==> src/rtl/aclink_rx_pkg.sv <==
package aclink_rx_pkg;

  localparam int TAG_BITS   = 16;
  localparam int SLOT_BITS  = 20;
  localparam int SLOT_COUNT = 12;
  localparam int ADDR_BITS  = 8;
  localparam int DATA_BITS  = 16;

  localparam int SLOT_ADDR  = 1;
  localparam int SLOT_DATA  = 2;
  localparam int SLOT_RX_LO = 6;
  localparam int SLOT_RX_HI = 11;
  localparam int SLOT_GPIO  = 12;

  function automatic int slot_last_bit(input int tag_w, input int slot_w, input int slot);
    return tag_w - 1 + slot_w * slot;
  endfunction

  function automatic int slot_flag_pos(input int tag_w, input int slot);
    return tag_w - 1 - slot;
  endfunction

endpackage

==> src/rtl/aclink_frame_align.sv <==
module aclink_frame_align #(
  parameter int FRAME_BITS = 256,
  localparam int IDX_W     = $clog2(FRAME_BITS)
) (
  input  logic             clk,
  input  logic             rst_n,
  input  logic             bit_stb_i,
  input  logic             sync_i,
  output logic             bit_vld_o,
  output logic [IDX_W-1:0] bit_idx_o
);

  localparam logic [IDX_W-1:0] LAST_IDX = IDX_W'(FRAME_BITS - 1);

  logic             sync_q, sync_d;
  logic             aligned_q, aligned_d;
  logic [IDX_W-1:0] cnt_q, cnt_d;
  logic             rise;
  logic             at_end;

  always_comb begin
    rise      = bit_stb_i & sync_i & ~sync_q;
    at_end    = (cnt_q == LAST_IDX);
    bit_vld_o = bit_stb_i & (rise | (aligned_q & ~at_end));
    bit_idx_o = rise ? '0 : cnt_q + 1'b1;

    sync_d    = sync_q;
    aligned_d = aligned_q;
    cnt_d     = cnt_q;
    if (bit_stb_i) begin
      sync_d    = sync_i;
      aligned_d = rise | (aligned_q & ~at_end);
    end
    if (bit_vld_o) begin
      cnt_d = bit_idx_o;
    end
  end

  always_ff @(posedge clk or negedge rst_n) begin
    if (!rst_n) begin
      sync_q    <= 1'b0;
      aligned_q <= 1'b0;
      cnt_q     <= '0;
    end else begin
      sync_q    <= sync_d;
      aligned_q <= aligned_d;
      cnt_q     <= cnt_d;
    end
  end

endmodule

==> src/rtl/aclink_slot_deser.sv <==
module aclink_slot_deser #(
  parameter int TAG_W  = 16,
  parameter int SLOT_W = 20,
  parameter int IDX_W  = 8
) (
  input  logic              clk,
  input  logic              rst_n,
  input  logic              bit_vld_i,
  input  logic [IDX_W-1:0]  bit_idx_i,
  input  logic              din_i,
  output logic [SLOT_W-1:0] word_o,
  output logic [TAG_W-1:0]  tag_o
);

  localparam logic [IDX_W-1:0] TAG_LAST = IDX_W'(TAG_W - 1);

  logic [SLOT_W-1:0] shift_q, shift_d;
  logic [TAG_W-1:0]  tag_q, tag_d;

  always_comb begin
    word_o  = {shift_q[SLOT_W-2:0], din_i};
    shift_d = shift_q;
    tag_d   = tag_q;
    if (bit_vld_i) begin
      shift_d = word_o;
      if (bit_idx_i == TAG_LAST) begin
        tag_d = word_o[TAG_W-1:0];
      end
    end
  end

  always_ff @(posedge clk or negedge rst_n) begin
    if (!rst_n) begin
      shift_q <= '0;
      tag_q   <= '0;
    end else begin
      shift_q <= shift_d;
      tag_q   <= tag_d;
    end
  end

  assign tag_o = tag_q;

endmodule

==> src/rtl/aclink_status_capture.sv <==
module aclink_status_capture
  import aclink_rx_pkg::*;
#(
  parameter int TAG_W  = 16,
  parameter int SLOT_W = 20,
  parameter int ADDR_W = 8,
  parameter int DATA_W = 16,
  parameter int IDX_W  = 8
) (
  input  logic              clk,
  input  logic              rst_n,
  input  logic              bit_vld_i,
  input  logic [IDX_W-1:0]  bit_idx_i,
  input  logic [SLOT_W-1:0] word_i,
  input  logic [TAG_W-1:0]  tag_i,
  input  logic              rx_slot_sel_i,
  input  logic              gpio_if_en_i,
  input  logic              gpio_irq_en_i,
  input  logic              ser_irq_en_i,
  output logic [ADDR_W-1:0] stat_addr_o,
  output logic [DATA_W-1:0] stat_data_o,
  output logic              stat_tag_o,
  output logic [SLOT_W-1:0] gpio_stat_o,
  output logic              gpio_nvalid_o,
  output logic [SLOT_W-1:0] rx_data_o,
  output logic              rx_valid_o,
  output logic              irq_o
);

  localparam logic [IDX_W-1:0] END_ADDR = IDX_W'(slot_last_bit(TAG_W, SLOT_W, SLOT_ADDR));
  localparam logic [IDX_W-1:0] END_DATA = IDX_W'(slot_last_bit(TAG_W, SLOT_W, SLOT_DATA));
  localparam logic [IDX_W-1:0] END_RXLO = IDX_W'(slot_last_bit(TAG_W, SLOT_W, SLOT_RX_LO));
  localparam logic [IDX_W-1:0] END_RXHI = IDX_W'(slot_last_bit(TAG_W, SLOT_W, SLOT_RX_HI));
  localparam logic [IDX_W-1:0] END_GPIO = IDX_W'(slot_last_bit(TAG_W, SLOT_W, SLOT_GPIO));
  localparam int               FLG_RDY  = TAG_W - 1;
  localparam int               FLG_ADDR = slot_flag_pos(TAG_W, SLOT_ADDR);
  localparam int               FLG_DATA = slot_flag_pos(TAG_W, SLOT_DATA);
  localparam int               FLG_RXLO = slot_flag_pos(TAG_W, SLOT_RX_LO);
  localparam int               FLG_RXHI = slot_flag_pos(TAG_W, SLOT_RX_HI);
  localparam int               FLG_GPIO = slot_flag_pos(TAG_W, SLOT_GPIO);

  logic [SLOT_W-1:0] hold_q, hold_d;
  logic [ADDR_W-1:0] addr_q, addr_d;
  logic [DATA_W-1:0] data_q, data_d;
  logic              tag_q, tag_d;
  logic [SLOT_W-1:0] gpio_q, gpio_d;
  logic              nval_q, nval_d;
  logic [SLOT_W-1:0] rx_q, rx_d;
  logic              rxv_q, rxv_d;
  logic              irq_q, irq_d;
  logic              fresh;
  logic              stat_evt;
  logic              gpio_evt;
  logic [IDX_W-1:0]  rx_end;
  logic              rx_flag;

  always_comb begin
    hold_d   = hold_q;
    addr_d   = addr_q;
    data_d   = data_q;
    tag_d    = tag_q;
    gpio_d   = gpio_q;
    nval_d   = nval_q;
    rx_d     = rx_q;
    rxv_d    = 1'b0;
    stat_evt = 1'b0;
    gpio_evt = 1'b0;
    fresh    = tag_i[FLG_RDY] & tag_i[FLG_ADDR] & tag_i[FLG_DATA];
    rx_end   = rx_slot_sel_i ? END_RXHI : END_RXLO;
    rx_flag  = rx_slot_sel_i ? tag_i[FLG_RXHI] : tag_i[FLG_RXLO];

    if (bit_vld_i) begin
      if (bit_idx_i == END_ADDR) begin
        hold_d = word_i;
      end
      if (bit_idx_i == END_DATA) begin
        tag_d    = fresh;
        stat_evt = fresh;
        if (fresh) begin
          addr_d = hold_q[SLOT_W-1 -: ADDR_W];
          data_d = word_i[SLOT_W-1 -: DATA_W];
        end
      end
      if ((bit_idx_i == rx_end) && rx_flag) begin
        rx_d  = word_i;
        rxv_d = 1'b1;
      end
      if ((bit_idx_i == END_GPIO) && gpio_if_en_i) begin
        if (tag_i[FLG_GPIO]) begin
          gpio_d   = word_i;
          nval_d   = 1'b0;
          gpio_evt = (word_i != gpio_q);
        end else begin
          nval_d = 1'b1;
        end
      end
    end

    irq_d = (gpio_evt & gpio_if_en_i & gpio_irq_en_i) | (stat_evt & ser_irq_en_i);
  end

  always_ff @(posedge clk or negedge rst_n) begin
    if (!rst_n) begin
      hold_q <= '0;
      addr_q <= '0;
      data_q <= '0;
      tag_q  <= 1'b0;
      gpio_q <= '0;
      nval_q <= 1'b0;
      rx_q   <= '0;
      rxv_q  <= 1'b0;
      irq_q  <= 1'b0;
    end else begin
      hold_q <= hold_d;
      addr_q <= addr_d;
      data_q <= data_d;
      tag_q  <= tag_d;
      gpio_q <= gpio_d;
      nval_q <= nval_d;
      rx_q   <= rx_d;
      rxv_q  <= rxv_d;
      irq_q  <= irq_d;
    end
  end

  assign stat_addr_o   = addr_q;
  assign stat_data_o   = data_q;
  assign stat_tag_o    = tag_q;
  assign gpio_stat_o   = gpio_q;
  assign gpio_nvalid_o = nval_q;
  assign rx_data_o     = rx_q;
  assign rx_valid_o    = rxv_q;
  assign irq_o         = irq_q;

endmodule

==> src/rtl/aclink_rx_status.sv <==
module aclink_rx_status
  import aclink_rx_pkg::*;
#(
  parameter int TAG_W  = TAG_BITS,
  parameter int SLOT_W = SLOT_BITS,
  parameter int NSLOT  = SLOT_COUNT,
  parameter int ADDR_W = ADDR_BITS,
  parameter int DATA_W = DATA_BITS
) (
  input  logic              clk,
  input  logic              rst_n,
  input  logic              bit_stb_i,
  input  logic              sync_i,
  input  logic              sdin_i,
  input  logic              sdin2_i,
  input  logic              sdin2_en_i,
  input  logic              rx_slot_sel_i,
  input  logic              gpio_if_en_i,
  input  logic              gpio_irq_en_i,
  input  logic              ser_irq_en_i,
  output logic [ADDR_W-1:0] stat_addr_o,
  output logic [DATA_W-1:0] stat_data_o,
  output logic              stat_tag_o,
  output logic [SLOT_W-1:0] gpio_stat_o,
  output logic              gpio_nvalid_o,
  output logic [SLOT_W-1:0] rx_data_o,
  output logic              rx_valid_o,
  output logic              irq_o
);

  localparam int FRAME_BITS = TAG_W + SLOT_W * NSLOT;
  localparam int IDX_W      = $clog2(FRAME_BITS);

  logic              bit_vld;
  logic [IDX_W-1:0]  bit_idx;
  logic              din;
  logic [SLOT_W-1:0] word;
  logic [TAG_W-1:0]  tag;

  assign din = sdin_i | (sdin2_i & sdin2_en_i);

  aclink_frame_align #(
    .FRAME_BITS (FRAME_BITS)
  ) u_align (
    .clk       (clk),
    .rst_n     (rst_n),
    .bit_stb_i (bit_stb_i),
    .sync_i    (sync_i),
    .bit_vld_o (bit_vld),
    .bit_idx_o (bit_idx)
  );

  aclink_slot_deser #(
    .TAG_W  (TAG_W),
    .SLOT_W (SLOT_W),
    .IDX_W  (IDX_W)
  ) u_deser (
    .clk       (clk),
    .rst_n     (rst_n),
    .bit_vld_i (bit_vld),
    .bit_idx_i (bit_idx),
    .din_i     (din),
    .word_o    (word),
    .tag_o     (tag)
  );

  aclink_status_capture #(
    .TAG_W  (TAG_W),
    .SLOT_W (SLOT_W),
    .ADDR_W (ADDR_W),
    .DATA_W (DATA_W),
    .IDX_W  (IDX_W)
  ) u_cap (
    .clk           (clk),
    .rst_n         (rst_n),
    .bit_vld_i     (bit_vld),
    .bit_idx_i     (bit_idx),
    .word_i        (word),
    .tag_i         (tag),
    .rx_slot_sel_i (rx_slot_sel_i),
    .gpio_if_en_i  (gpio_if_en_i),
    .gpio_irq_en_i (gpio_irq_en_i),
    .ser_irq_en_i  (ser_irq_en_i),
    .stat_addr_o   (stat_addr_o),
    .stat_data_o   (stat_data_o),
    .stat_tag_o    (stat_tag_o),
    .gpio_stat_o   (gpio_stat_o),
    .gpio_nvalid_o (gpio_nvalid_o),
    .rx_data_o     (rx_data_o),
    .rx_valid_o    (rx_valid_o),
    .irq_o         (irq_o)
  );

endmodule

==> config.mk <==
export PLATFORM = sky130hd
export DESIGN_NAME = aclink_rx_status
export DESIGN_NICKNAME = d
export VERILOG_FILES = /design/src/rtl/aclink_rx_pkg.sv /design/src/rtl/aclink_frame_align.sv /design/src/rtl/aclink_slot_deser.sv /design/src/rtl/aclink_status_capture.sv /design/src/rtl/aclink_rx_status.sv
export SDC_FILE = /design/constraint.sdc
export NUM_CORES = 1
export LEC_CHECK = 0
export BUFFER_PORTS_ARGS = -buffer_cell sky130_fd_sc_hd__clkbuf_2
export CELL_PAD_IN_SITES_DETAIL_PLACEMENT = 1
export CELL_PAD_IN_SITES_GLOBAL_PLACEMENT = 1
export CORE_MARGIN = 4
export CORE_UTILIZATION = 45
export DETAILED_ROUTE_END_ITERATION = 7
export PLACE_DENSITY = 0.78
export SYNTH_ARGS = -nofsm -noshare
export SYNTH_HDL_FRONTEND = slang
export SYNTH_SLANG_ARGS = --single-unit
==> constraint.sdc <==
create_clock -name clk -period 3.4 [get_ports clk]
set_clock_uncertainty 0.2 [all_clocks]
set_input_delay 0.68 -clock clk [delete_from_list [all_inputs] [get_ports clk]]
set_output_delay 0.68 -clock clk [all_outputs]
set_load 0.03 [all_outputs]
**Word level (Yosys, flattened, before mapping)**

Index checks and enable logic that the tools add are counted.

- Add/subtract/negate cells: 1
- Equality and inequality tests: 7
- Bitwise logic cells: 15
- Muxes and demuxes: 11
- Reductions and logical operators: 9

Operator list:

| cell | count |
|---|---|
| != test 20 bit | 1 |
| == test 8 x 6 -> 1 bit, second input constant | 2 |
| == test 8 bit, second input constant | 2 |
| bitwise AND 1 bit | 10 |
| AND reduction 2 bit | 5 |
| 2-to-1 mux 1 bit | 9 |
| adder 8 x 1 -> 8 bit, second input constant | 1 |
| == test 8 x 4 -> 1 bit, second input constant | 1 |
| == test 8 bit | 1 |
| 2-to-1 mux 8 bit | 1 |
| 2-to-1 mux 7 bit | 1 |
| AND reduction 3 bit | 2 |
| OR 1 bit | 3 |
| logical AND 1 bit | 2 |
| NOT 1 bit | 2 |

- Register bits after elaboration: 133
- Input port bits: 11
- Word-level logic and storage cells: 57
- Output and inout bits: 68

**Depth between registers and ports, before layout**

- Word-level depth: 10
- Mapped depth: 9
- Gate-level depth less buffers: 7

**Hierarchy**

Synthesis repeated with hierarchy kept, for this count alone.

- Cells, all modules: 367
- Area total of the unflattened synthesis: 5227.5 µm²

Modules (own cells, without submodules):

| module | cells each | area each (µm²) | times used |
|---|---|---|---|
| aclink_status_capture | 209 | 3178.0 | 1 |
| aclink_slot_deser | 77 | 1336.3 | 1 |
| aclink_frame_align | 80 | 705.7 | 1 |
| aclink_rx_status | 1 | 7.5 | 1 |

**Least setup slack after synthesis**

OpenSTA, ideal clock, no wires.

- Path kind: register -> register
- Start point: register u_align.cnt_q[0]
- End point: register u_cap.rx_q[17] (netlist: u_cap.rx_data_o[17])
- Arrival time: 2438 ps
- Stages on the path, launching flop included: 10
- Setup slack: 634 ps
- Path through: dfrtp_1 > ha_1 > buf_2 > nand2_1 > o21ai_1 > nand2_1 > or4_1 > a211oi_2 > buf_6 > mux2_1

- Longest elaborated chain between the ends: 6

RTL lines:

| element | RTL line | text |
|---|---|---|
| start, declared | aclink_frame_align.sv:17 | `logic [IDX_W-1:0] cnt_q, cnt_d;` |
| start signal, assigned | aclink_frame_align.sv:47 | `cnt_q <= cnt_d;` |
| parallel branches: the longest is 5 deep, another holds adder 8 x 1 -> 8 bit | - |  |
| AND reduction 2 bit (no line) (*) | - |  |
| end signal, assigned | aclink_status_capture.sv:120 | `rx_q <= rx_d;` |
| end, declared | aclink_status_capture.sv:48 | `logic [SLOT_W-1:0] rx_q, rx_d;` |

Mark *: on every way between the ends.
A chain may end at the register's enable or synchronous reset.

**Final worst setup path**

- Start point: register u_align.cnt_q[0]
- End point: register u_cap.rx_q[10] (netlist: u_cap.rx_data_o[10])

The elaborated chain is that of the path after synthesis.

==> Implementation_results.wiki <==
{| class="wikitable"
! Metric !! Value
|-
| Setup WS pre-CTS || 0.243 ns
|-
| Synth async-reset ratio || 1.00
|-
| Maximum number of pins on one net before global-route repair || 50
|-
| Number of gates on the worst path with buffers counted || 8
|-
| Clock input transition at the sequential cells of the worst setup and hold paths || 0.11 ns
|-
| Routed via count || 3190
|-
| Delay of the slowest cell on the worst path || 0.50 ns
|-
| Total Neg Setup Slack || 0 ns
|-
| Mean routed wirelength per cell || 18.9 µm
|-
| Setup repair after global routing missed its margin || no
|-
| Core Area || 10500 µm²
|-
| Post-layout nets || 477
|-
| Startpoint types || register
|-
| Clock tree sinks || 111
|-
| Die X || 113 µm
|-
| Tightest Pin Transition || 0.660 ns
|-
| Reg2reg start || u_align.cnt_q[0]
|-
| Total of hold buffers inserted after clock tree synthesis || 0
|-
| Count of boundary I/O pins || 79
|-
| Max-Cap Viols || 0
|-
| Cell Count, Final, Fillers Out || 606
|-
| Worst reg2reg path endpoint || u_cap.rx_data_o[10]
|-
| Number of hold violations in the final report || 0
|-
| Buffers and inverters on the worst path || 1
|-
| Iteration count of the initial detailed-routing pass || 5
|-
| Most common library cell in the layout ignoring fill and taps || dfrtp_1
|-
| Setup slack, reg-to-reg || 0.30 ns
|-
| DP Wirelength || 8320 µm
|-
| Number of global-route vias before repair || 3632
|-
| Most common flop cell mapped by yosys || dfrtp_1
|-
| Total Power || 3.17 mW
|-
| Share of synthesized area occupied by flip-flops and latches || 0.565
|-
| Share of the clock period used by the worst path || 0.912
|-
| Worst IR Drop VDD || 304 µV
|-
| Time the final worst path needs with I/O delays and setup || 3.10 ns
|-
| PD cells || 555 nW/µm²
|-
| Effective utilization at floorplan || 0.470
|-
| Synthesized flop and latch total || 111
|-
| Die Area || 12700 µm²
|-
| Max-slew violations || 0
|-
| Antenna diode instance count || 0
|-
| Antenna violations before repair || 0
|-
| Synth cell types || 47
|-
| Number of instances resized during post-cts repair || 0
|-
| Maximum count of clock buffers along a single path || 2
|-
| Largest fanout of any net on the critical path || 21
|-
| Status || finished clean
|-
| Routed vias/inst || 5.26
|-
| Row count || 37
|-
| Fraction of layout instances using a drive strength above 1 || 0.366
|-
| CTS tree || yes
|-
| Setup crit end kind || register
|-
| Worst hold-check slack || 0.106 ns
|-
| Synthesized instance count || 383
|-
| Number of flops mapped to enable cells by yosys || 0
|-
| Worst Reg2Reg Path Length in Cells || 8
|-
| Hold Path Class || in -> async
|-
| Post-Syn Nets || 395
|-
| Synth warnings || 0
|-
| Number of buffers added for setup after CTS || 0
|-
| Category of cells accounting for the largest share of critical-path delay || simple AND/OR/NAND/NOR gates
|-
| Gr ovfl total || 0
|-
| Remaining max-slew budget at the tightest pin || 0.560
|-
| Worst skew pair latency || 0.39 ns
|-
| Final setup viols || 0
|-
| Leakage dissipation || 3.02 nW
|-
| Global Route Usage Sum || 0.195
|-
| Wire length of the first global-routing pass || 19600 µm
|-
| Highest clock rate || 323 MHz
|-
| Mapped Area || 4920 µm²
|-
| DP Cell Count || 590
|-
| CP Data Arrival Time || 3.17 ns
|-
| Series of cell instances along the critical path || ha_1, nand2_1, or3_1, a21oi_1, nand4_1, a211oi_4, buf_12, mux2_1
|-
| Final critical-path setup slack || 0.300 ns
|-
| Most frequent cells in the layout || dfrtp_1 (111), clkbuf_2 (77), nand2_1 (71), mux2_2 (35), mux2_1 (26)
|-
| Layout overhead on the synthesized area || 16.3%
|-
| Required time worst endpoint || 3.47 ns
|-
| Count of input and output buffers || 78
|-
| Buffer type at the clock tree root || clkbuf_8
|-
| Final weighted congestion of routability-driven global placement || 0.888
|-
| Average instance area after synthesis || 12.8 µm²
|-
| Die H || 113 µm
|-
| Violation count after the first detailed-route iteration || 121
|-
| TritonCTS buffer count || 9
|-
| # DRC || 0
|-
| Classification of the worst setup path || reg -> reg
|-
| Overall routed net length || 11500 µm
|-
| Slowest-stage cell, CP || dfrtp_1
|-
| Antenna-violating nets left || 0
|-
| Number of levels the H-tree was split into || 3
|}
## area by class of cell
cell class / instances / area [µm²]
Multi-Input combinational cell: 249 / 2010
Tap cell: 136 / 170
Clock inverter: 7 / 114
Sequential cell: 111 / 2780
Fill cell: 1115 / 4740
Clock buffer: 9 / 124
Timing Repair Buffer: 89 / 500
Inverter: 5 / 18.8
## sequential cells by signal, indices dropped and copies added (netlist names)
name,flops
u_cap.rx_valid_o,1
u_cap.gpio_stat_o,20
u_cap.rx_data_o,20
u_cap.gpio_nvalid_o,1
u_deser.tag_o,6
u_align.sync_q,1
u_cap.stat_tag_o,1
u_cap.stat_addr_o,8
u_cap.stat_data_o,16
u_deser.shift_q,19
u_align.cnt_q,8
u_cap.hold_q,8
u_align.aligned_q,1
u_cap.irq_o,1
## per-stage QoR
step,util,area [µm²]
after floorplan,-,4920
after global placement,0.524,5480
after detailed placement,0.524,5480
after CTS,0.547,5720
after global routing,0.547,5720
final,0.547,5720
## where the power goes
group          switching, mW  total [mW]  internal (mW)  leakage [nW]
registers              0.289        1.74           1.45          1.52
logic                  0.301       0.520          0.219          1.38
clock network          0.482       0.913          0.431         0.112
total                   1.07        3.17           2.10          3.02
## cell families after synthesis
logic type,count (synthesis),synth area share
AND/OR/NAND/NOR,114,0.118
flip-flops,111,0.565
multiplexers,82,0.203
XOR/XNOR,27,0.0496
AO/OA/AOI/OAI,25,0.0346
buffers and inverters,23,0.0272
adder cells (fa/ha/maj),1,0.00254
## cells in the mapped netlist (2+ instances only)
master	instances	area [µm²]
a21oi_1	5	25.0
buf_2	5	25.0
buf_6	5	56.3
clkbuf_1	7	26.3
dfrtp_1	111	2780
inv_1	5	18.8
mux2_1	26	293
mux2_2	35	394
mux2_4	20	300
nand2_1	71	267
nand2b_1	2	12.5
nand3_1	7	35.0
nand4_1	7	43.8
nor2_1	6	22.5
nor2_4	2	22.5
nor3_1	3	15.0
o211ai_1	4	30.0
o21ai_0	7	35.0
or3_1	3	18.8
xnor2_1	20	175
xor2_1	6	52.6
## per-layer routing
layer / GRT usage / wire, µm / vias to the layer above
met5: 0 / 0 / -
met1: 0.254 / 5150 / 1646
li1: - / - / 1474
met2: 0.329 / 5700 / 61
met4: 0.0385 / 78 / 0
met3: 0.0555 / 537 / 9
## worst max-delay path by stage
stage                           from              endpoint  slack, ns
floorplan           u_align.cnt_q[0]   u_cap.rx_data_o[17]       0.63
global placement           bit_stb_i  u_cap.gpio_stat_o[7]       0.35
detailed placement         bit_stb_i  u_cap.gpio_stat_o[0]       0.24
CTS                 u_align.cnt_q[0]   u_cap.rx_data_o[19]       0.31
global route        u_align.cnt_q[0]    u_cap.rx_data_o[1]       0.16
finish              u_align.cnt_q[0]   u_cap.rx_data_o[10]       0.30
No activity file was read; power rests on OpenSTA's default activity.
